$ cat config.mk
export PLATFORM = sky130hd
export DESIGN_NAME = tmr_capcmp_chan
export DESIGN_NICKNAME = d
export VERILOG_FILES = /design/src/rtl/tmr_cc_pkg.sv /design/src/rtl/tmr_cc_sync.sv /design/src/rtl/tmr_cc_edge.sv /design/src/rtl/tmr_cc_counter.sv /design/src/rtl/tmr_capcmp_chan.sv
export SDC_FILE = /design/constraint.sdc
export NUM_CORES = 1
export LEC_CHECK = 0
export BUFFER_PORTS_ARGS = -buffer_cell sky130_fd_sc_hd__buf_2
export CAP_MARGIN = 30
export CORE_UTILIZATION = 35
export CTS_BUF_LIST = sky130_fd_sc_hd__clkbuf_2 sky130_fd_sc_hd__clkbuf_4 sky130_fd_sc_hd__clkbuf_8
export CTS_CLUSTER_SIZE = 14
export DETAILED_ROUTE_END_ITERATION = 10
export PLACE_DENSITY = 0.54
export SLEW_MARGIN = 15
export SYNTH_ARGS = -nofsm -noshare
export SYNTH_HDL_FRONTEND = slang
export SYNTH_SLANG_ARGS = --single-unit
$ cat constraint.sdc
create_clock -name clk -period 2.3 [get_ports clk]
set_input_delay 0.46 -clock clk [delete_from_list [all_inputs] [get_ports clk]]
set_output_delay 0.46 -clock clk [all_outputs]
set_load 0.01 [all_outputs]
$ cat src/rtl/tmr_cc_pkg.sv
package tmr_cc_pkg;

    localparam int CNT_W  = 16;
    localparam int NUM_IN = 2;
    localparam int SYNC_N = 2;

    typedef enum logic [1:0] {
        CM_FREE      = 2'b00,
        CM_CLR_MATCH = 2'b01,
        CM_CLR_EDGE0 = 2'b10,
        CM_RSVD      = 2'b11
    } cnt_mode_e;

    typedef enum logic [1:0] {
        ES_FALL = 2'b00,
        ES_RISE = 2'b01,
        ES_BAD  = 2'b10,
        ES_BOTH = 2'b11
    } edge_sel_e;

    // bit 7:6 mode, 5:4 es1, 3:2 es0, 1 source, 0 capture mode
    typedef struct packed {
        cnt_mode_e mode;
        edge_sel_e es1;
        edge_sel_e es0;
        logic      src1;
        logic      cap_mode;
    } ctrl_t;

    localparam int CTRL_W = $bits(ctrl_t);

    typedef struct packed {
        logic rise;
        logic fall;
    } edges_t;

    // valid edge per select code; also the capture edge of input 1
    function automatic logic edge_hit(edge_sel_e sel, edges_t e);
        case (sel)
            ES_FALL: return e.fall;
            ES_RISE: return e.rise;
            ES_BOTH: return e.rise | e.fall;
            default: return 1'b0;
        endcase
    endfunction

    // input 0 captures on the edge opposite to its valid edge
    function automatic logic cap0_hit(edge_sel_e sel, edges_t e);
        case (sel)
            ES_FALL: return e.rise;
            ES_RISE: return e.fall;
            default: return 1'b0;
        endcase
    endfunction

endpackage

$ cat src/rtl/tmr_cc_sync.sv
module tmr_cc_sync #(
    parameter int STAGES = 2
) (
    input  logic clk,
    input  logic rst,
    input  logic d,
    output logic q
);
    logic [STAGES-1:0] sh;

    always_ff @(posedge clk) begin
        if (rst) sh <= '0;
        else     sh <= {sh[STAGES-2:0], d};
    end

    assign q = sh[STAGES-1];
endmodule

$ cat src/rtl/tmr_cc_edge.sv
module tmr_cc_edge
    import tmr_cc_pkg::*;
(
    input  logic   clk,
    input  logic   rst,
    input  logic   lvl,
    output edges_t edg
);
    logic prev;

    always_ff @(posedge clk) begin
        if (rst) prev <= 1'b0;
        else     prev <= lvl;
    end

    assign edg.rise = lvl & ~prev;
    assign edg.fall = ~lvl & prev;
endmodule

$ cat src/rtl/tmr_cc_counter.sv
module tmr_cc_counter
    import tmr_cc_pkg::*;
#(
    parameter int W = CNT_W
) (
    input  logic         clk,
    input  logic         rst,
    input  logic         cnt_en,
    input  logic         edge_clr,
    input  logic         cmp_en,
    input  logic         clr_on_match,
    input  logic [W-1:0] cmp_val,
    output logic [W-1:0] count,
    output logic         match_evt
);
    logic [W-1:0] inc;
    logic         match_clr;

    assign inc       = count + W'(1);
    assign match_clr = clr_on_match && cmp_en && (count == cmp_val);
    // match is reported when the counter advances onto the value
    assign match_evt = cnt_en && cmp_en && !edge_clr && !match_clr && (inc == cmp_val);

    always_ff @(posedge clk) begin
        if (rst)
            count <= '0;
        else if (edge_clr)
            count <= '0;
        else if (cnt_en)
            count <= match_clr ? '0 : inc;
    end
endmodule

$ cat src/rtl/tmr_capcmp_chan.sv
module tmr_capcmp_chan
    import tmr_cc_pkg::*;
(
    input  logic             clk,
    input  logic             rst,
    input  logic             cnt_en,
    input  logic             tin0_pin,
    input  logic             tin1_pin,
    input  logic             wr_en,
    input  logic             wr_sel,
    input  logic [CNT_W-1:0] wr_data,
    input  logic             rd_sel,
    output logic [CNT_W-1:0] rd_data,
    output logic [CNT_W-1:0] count,
    output logic             match_irq
);
    ctrl_t              ctrl_q;
    logic [CNT_W-1:0]   value_q;
    logic [NUM_IN-1:0]  pins;
    logic [NUM_IN-1:0]  lvl;
    edges_t             edg [NUM_IN];
    logic               edge_clr;
    logic               cap_evt;
    logic               match_evt;

    assign pins = {tin1_pin, tin0_pin};

    for (genvar i = 0; i < NUM_IN; i++) begin : g_in
        tmr_cc_sync #(.STAGES(SYNC_N)) u_sync (
            .clk (clk),
            .rst (rst),
            .d   (pins[i]),
            .q   (lvl[i])
        );
        tmr_cc_edge u_edge (
            .clk (clk),
            .rst (rst),
            .lvl (lvl[i]),
            .edg (edg[i])
        );
    end

    assign edge_clr = (ctrl_q.mode == CM_CLR_EDGE0) && edge_hit(ctrl_q.es0, edg[0]);
    assign cap_evt  = ctrl_q.cap_mode &&
                      (ctrl_q.src1 ? edge_hit(ctrl_q.es1, edg[1])
                                   : cap0_hit(ctrl_q.es0, edg[0]));

    tmr_cc_counter #(.W(CNT_W)) u_cnt (
        .clk          (clk),
        .rst          (rst),
        .cnt_en       (cnt_en),
        .edge_clr     (edge_clr),
        .cmp_en       (!ctrl_q.cap_mode),
        .clr_on_match (ctrl_q.mode == CM_CLR_MATCH),
        .cmp_val      (value_q),
        .count        (count),
        .match_evt    (match_evt)
    );

    always_ff @(posedge clk) begin
        if (rst) begin
            ctrl_q    <= '0;
            value_q   <= '0;
            match_irq <= 1'b0;
        end else begin
            match_irq <= match_evt;
            if (wr_en && wr_sel)
                ctrl_q <= ctrl_t'(wr_data[CTRL_W-1:0]);
            if (cap_evt)
                value_q <= count;
            else if (wr_en && !wr_sel && !ctrl_q.cap_mode)
                value_q <= wr_data;
        end
    end

    assign rd_data = rd_sel ? {{(CNT_W-CTRL_W){1'b0}}, ctrl_q} : value_q;
endmodule

Yosys cells after proc, flatten, opt, wreduce, memory -nomap -nowiden:

Cells that the tools add are included.

* flip-flop bits (word level): 47
* bits in latches: 0
* bits in writable memories: 0
* bits in read-only memories: 0
* bits of input ports: 24
* output and inout bits: 33
* memories kept: 0

* add/sub/neg operators: 1
* multipliers: 0
* divide/modulo/power cells: 0
* $lt $le $gt $ge: 0
* equality and inequality tests: 8
* shift operators: 0
* multiplexer cells: 8
* bitwise logic cells: 10
* reduce and logical (&&, ||, !) cells: 19

Operators by type and width (number)
* 2-to-1 mux 16 bit: 4
* equality test 16 bit: 2
* adder 16 x 1 -> 16 bit (second input constant): 1
* logical AND 1 bit: 11
* equality test 2 x 1 -> 1 bit (second input constant): 3
* equality test 2 bit (second input constant): 3
* case mux 1 bit (3 select lines): 2
* AND 1 bit: 4
* zero test 1 bit: 4
* zero test 2 bit: 2
* inverter 1 bit: 4
* bitwise OR 1 bit: 2
* case mux 1 bit (2 select lines): 1
* nonzero test 2 bit: 1
* OR reduction 2 bit: 1
* 2-to-1 mux 1 bit: 1

Depth between registers and ports, before layout:

* word-level depth: 9
* mapped depth: 9

Modules after synthesis:

Synthesis repeated with hierarchy kept, for this count alone.

* cells, all modules: 318
* area total of the unflattened synthesis: 2859.0 um2

By module, submodules not included
* tmr_capcmp_chan: times used 1, cells each 146, area an instance 1398.8 um2
* tmr_cc_counter: times used 1, cells each 156, area an instance 1277.5 um2
* tmr_cc_sync: times used 2, cells each 4, area an instance 52.6 um2
* tmr_cc_edge: times used 2, cells each 4, area an instance 38.8 um2

Least setup slack after synthesis:

OpenSTA, ideal clock, no wires.

* path kind: register to register
* from: register u_cnt.count[10]
* to: register u_cnt.count[13]
* library setup time: 0.115 ns
* arrival: 2.253 ns
* data required time: 2.185 ns
* path slack: -0.067 ns
* stages on the path, launching flop included: 10
* path buffers: 3
* cell sequence: dfxtp_1 -> clkbuf_1 -> xor2_1 -> or4_1 -> or4_1 -> nor4_1 -> or3_1 -> buf_6 -> buf_12 -> nor2_1

* cells in the longest elaborated chain, start to end: 3
* elaborated cells on any way between the ends: 4

RTL lines
* start: declaration: line tmr_cc_counter.sv:13 `output logic [W-1:0] count,`
* start signal: assignment: line tmr_cc_counter.sv:30 `count <= match_clr ? '0 : inc;`
* branches (longest 2 deep; another with adder 16 x 1 -> 16 bit)
* 2-to-1 mux 16 bit *: line tmr_cc_counter.sv:30

Every way passes the cells marked *.
A chain may end at the register's enable or synchronous reset.

Final worst setup path:

* from: register g_in[0].u_edge.prev
* to: register match_irq

* cells in the longest elaborated chain, start to end: 9
* elaborated cells on any way between the ends: 10

RTL lines
* start: declaration: line tmr_cc_edge.sv:9 `logic prev;`
* start signal: assignment: line tmr_cc_edge.sv:13 `else prev <= lvl;`
* inverter 1 bit: line tmr_cc_edge.sv:16 `assign edg.rise = lvl & ~prev;`
* AND 1 bit: line tmr_cc_edge.sv:16
* bitwise OR 1 bit: line tmr_cc_pkg.sv:42 `ES_BOTH: return e.rise | e.fall;`
* case mux 1 bit (3 select lines) *: line tmr_cc_pkg.sv:39 `case (sel)`
* logical AND 1 bit *: line tmr_capcmp_chan.sv:43 `assign edge_clr = (ctrl_q.mode == CM_CLR_EDGE0) && edge_hit(ctrl_q.es0, edg[0]);`
* zero test 1 bit *: line tmr_cc_counter.sv:22 `assign match_evt = cnt_en && cmp_en && !edge_clr && !match_clr && (inc == cmp_val);`
* logical AND 1 bit * (3 in a row): line tmr_cc_counter.sv:22
* end signal: assignment: line tmr_capcmp_chan.sv:66 `match_irq <= match_evt;`
* end: declaration: line tmr_capcmp_chan.sv:15 `output logic match_irq`

Mark *: on every way between the ends. The rest lies on a longest branch, timed or not.

==> insert_results.sql <==
INSERT INTO impl_metrics (metric_group, metric, value, unit) VALUES
('outcome', 'status', 'finished clean', ''),
('route', 'drc', '0', ''),
('synthesis', 'syn-instance-count', '336', ''),
('die', 'die_area', '0.00831', 'mm^2'),
('sta', 'min_period_over_period', '95.9', '%'),
('place', 'buffer_ports.inserted', '56', ''),
('synthesis', 'synth.net_count', '365', ''),
('synthesis', 'syn_avg_cell_area', '8.28', 'um^2'),
('synthesis', 'synth.cell_area', '0.00278', 'mm^2'),
('critical_path', 'worstPathArrival', '2.40', 'ns'),
('sta', 'worst_rel_slew_slack', '73.6', '%'),
('synthesis', 'ys_warnings', '0', ''),
('power_and_ir_drop', 'areal_power_density_over_the_cells', '489', 'mW/mm^2'),
('global_route', 'grt_pass1_vias', '2514', ''),
('synthesis', 'synth_enable_flop_cells', '0', ''),
('global_route', 'wire_length_of_the_first_global_routing_pass', '12400', 'um'),
('clock_tree', 'insertion_delay', '0.30', 'ns'),
('synthesis', 'ys_dominant_reg_cell', 'sky130_fd_sc_hd__dfxtp_1', ''),
('sta', 'tightest_slew', '0.386', 'ns'),
('sta', 'finalHoldViolCount', '0', ''),
('sta', 'finalClockSkew', '0.00743', 'ns'),
('critical_path', 'cp_capture_type', 'register', ''),
('clock_tree', 'root_buffer', 'sky130_fd_sc_hd__clkbuf_8', ''),
('final_layout', 'final_core_util', '43.7', '%'),
('sta', 'totalNegativeSetupSlack', '0', 'ns'),
('die', 'fp.coreArea', '0.00769', 'mm^2'),
('route', 'drt_pass1_iterations', '4', ''),
('synthesis', 'synth_area_leaders', 'sky130_fd_sc_hd__dfxtp_1, sky130_fd_sc_hd__xnor2_1, sky130_fd_sc_hd__mux2i_1', ''),
('die', 'die_span_in_y', '91.1', 'um'),
('global_route', 'gr-total-overflow', '0', ''),
('clock_tree', 'clkSlewWorstSetupHoldPaths', '0.09', 'ns'),
('route', 'drt_wl_total', '7610', 'um'),
('synthesis', 'synth_top_cell_area_share', '33.8', '%'),
('clock_tree', 'cts_hold_buf', '0', ''),
('power_and_ir_drop', 'peakVddDrop', '0.000218', 'V'),
('synthesis', 'sequential_share_of_the_synthesized_area', '33.8', '%'),
('die', 'io_pins', '57', ''),
('synthesis', 'most_numerous_cell_in_the_yosys_netlist', 'sky130_fd_sc_hd__dfxtp_1', ''),
('sta', 'achievable-frequency', '453', 'MHz'),
('synthesis', 'synth_top_cells_by_count', 'sky130_fd_sc_hd__dfxtp_1, sky130_fd_sc_hd__nor2_1, sky130_fd_sc_hd__nand2_1', ''),
('clock_tree', 'cts.sinks', '47', ''),
('place', 'globalplace.congestion', '0.960', ''),
('synthesis', 'yosys.cell_types.count', '43', ''),
('critical_path', 'startpoint_type', 'register', ''),
('clock_tree', 'post-cts-setup-buffer-count', '0', ''),
('critical_path', 'critical_path_peak_fanout', '2', ''),
('final_layout', 'drive_gt1_share', '25.8', '%'),
('clock_tree', 'cts_made_buffers', '5', ''),
('min_path', 'min-delay-path-class', 'in -> reg', ''),
('route', 'route.detailed.vias_per_inst', '5.10', ''),
('route', 'via_count', '2554', ''),
('die', 'horiz_die_dim', '91.1', 'um'),
('critical_path', 'worstSetupPathType', 'reg -> reg', ''),
('clock_tree', 'post_cts_resize_count', '0', ''),
('sta', 'timing.final.setup_violations', '0', ''),
('power_and_ir_drop', 'leakagePower', '1.43', 'nW'),
('clock_tree', 'cts_htree_levels', '2', ''),
('global_route', 'grt_antenna_before_repair', '0', ''),
('die', 'floorplan.initialDensity', '36.2', '%'),
('route', 'first_iter_violations', '85', ''),
('clock_tree', 'clock_tree.buffer_depth', '2', ''),
('die', 'rows', '32', ''),
('place', 'place_hpwl', '5780', 'um'),
('sta', 'rsz0062_at_grt', 'no', ''),
('critical_path', 'worst_ep_required_time', '2.49', 'ns'),
('synthesis', 'ys_ff_latch', '47', ''),
('final_layout', 'design.final.nets', '428', ''),
('clock_tree', 'cts_tree', 'yes', ''),
('synthesis', 'synth_async_reset_ratio', '0', '%'),
('global_route', 'pin_count_of_the_biggest_net_entering_global_routing', '33', ''),
('route', 'routed_antenna_nets', '0', ''),
('global_route', 'grtUsageTotal', '18.7', '%'),
('power_and_ir_drop', 'finalPower', '1.64', 'mW'),
('sta', 'drv_slew', '0', ''),
('synthesis', 'yosysTopAreaCell', 'sky130_fd_sc_hd__dfxtp_1', ''),
('sta', 'finalWorstPathRequiredPeriod', '2.21', 'ns'),
('job', 'cap_violations', '0', ''),
('final_layout', 'layout-area-overhead-vs-synth', '20.6', '%'),
('route', 'wl_per_cell', '15.2', 'um'),
('final_layout', 'insertedDiodeCount', '0', '');
## layer usage
layer / part of all wire, % / global-route usage, % / vias to the layer above
met5: 0 / 0 / -
met4: 1.9 / 6.88 / 0
met3: 3.7 / 3.02 / 14
met2: 47 / 31.6 / 63
met1: 48 / 23.8 / 1194
li1: - / - / 1283
## worst max-delay path, stage by stage (launching register included)
cell and delay, ns:
sky130_fd_sc_hd__dfxtp_1 0.34, sky130_fd_sc_hd__inv_1 0.05, sky130_fd_sc_hd__ha_1 0.19, sky130_fd_sc_hd__or2_2 0.27, sky130_fd_sc_hd__a32oi_1 0.30, sky130_fd_sc_hd__o311ai_0 0.15, sky130_fd_sc_hd__a2111oi_0 0.33, sky130_fd_sc_hd__o2111ai_1 0.21
sky130_fd_sc_hd__a221oi_1 0.27
## path summary, 6_finish.rpt
| path | start | endpoint | slack [ns] | cells after the start |
|---|---|---|---|---|
| max | g_in[0].u_edge.prev | match_irq | 0.09 | 8 |
| min | tin1_pin | g_in[1].u_sync.sh[0] | 0.37 | 2 |
| max reg2reg | g_in[0].u_edge.prev | match_irq | 0.09 | 8 |
| min reg2reg | g_in[1].u_sync.sh[0] | g_in[1].u_sync.sh[1] | 0.44 | 1 |
## stage by stage
step | hold slack [ns] | instances | instance area, um^2 | setup slack, ns
final | 0.371 | 501 | 3360 | 0.0939
after global routing | 0.368 | 501 | 3360 | 0.000772
after CTS | 0.363 | 501 | 3360 | 0.0979
after detailed placement | 0.420 | 494 | 3270 | 0.136
after global placement | 0.417 | 494 | 3270 | 0.188
after floorplan | 0.414 | 336 | 2780 | 0.0656
## cells by family (layout without fill, tap and decap cells)
kind of cell / after synthesis / in the layout / share of synthesized area [%]
XOR/XNOR: 40 / 40 / 12.6
AND/OR/NAND/NOR: 137 / 137 / 24.1
buffers and inverters: 37 / 100 / 6.61
AO/OA/AOI/OAI: 44 / 44 / 10.9
multiplexers: 26 / 26 / 9.72
adder cells (fa/ha/maj): 5 / 5 / 2.25
flip-flops: 47 / 47 / 33.8
## cells in the final DEF, fill, tap and decap left out, types with 3 or more instances in the layout
cell / netlist / layout
sky130_fd_sc_hd__mux2_2: 8 / 8
sky130_fd_sc_hd__xnor2_1: 22 / 22
sky130_fd_sc_hd__dfxtp_1: 47 / 46
sky130_fd_sc_hd__ha_1: 5 / 5
sky130_fd_sc_hd__nor2_1: 43 / 43
sky130_fd_sc_hd__nor2b_1: 15 / 15
sky130_fd_sc_hd__nor4_1: 5 / 5
sky130_fd_sc_hd__buf_4: 0 / 26
sky130_fd_sc_hd__buf_2: 5 / 56
sky130_fd_sc_hd__a21oi_1: 10 / 10
sky130_fd_sc_hd__nand3_1: 17 / 17
sky130_fd_sc_hd__clkbuf_8: 0 / 6
sky130_fd_sc_hd__xor2_1: 18 / 18
sky130_fd_sc_hd__inv_1: 10 / 10
sky130_fd_sc_hd__nor3_1: 7 / 7
sky130_fd_sc_hd__or4_1: 3 / 3
sky130_fd_sc_hd__nand2_1: 25 / 25
sky130_fd_sc_hd__nand4_1: 11 / 11
sky130_fd_sc_hd__a211oi_1: 19 / 19
sky130_fd_sc_hd__mux2i_1: 18 / 18
sky130_fd_sc_hd__o21ai_0: 4 / 4
## final cells by class
type	count	area, um^2
Fill cell	813	4330
Multi-Input combinational cell	252	1670
Sequential cell	47	942
Timing Repair Buffer	83	495
Tap cell	102	128
Clock buffer	6	82.6
Inverter	10	37.5
Clock inverter	1	5.00
## power by group
| part | switching (mW) | total [mW] | internal (mW) |
|---|---|---|---|
| combinational | 0.131 | 0.252 | 0.121 |
| sequential | 0.0354 | 0.880 | 0.845 |
| clock | 0.273 | 0.510 | 0.236 |
| total | 0.440 | 1.64 | 1.20 |
## state kept, by name, indices dropped and copies added, names as in the netlist
register          count
u_cnt.count          16
value_q              16
ctrl_q                8
g_in.u_sync.sh        4
match_irq             1
g_in.u_edge.prev      2
No activity file was read; power rests on OpenSTA's default activity.
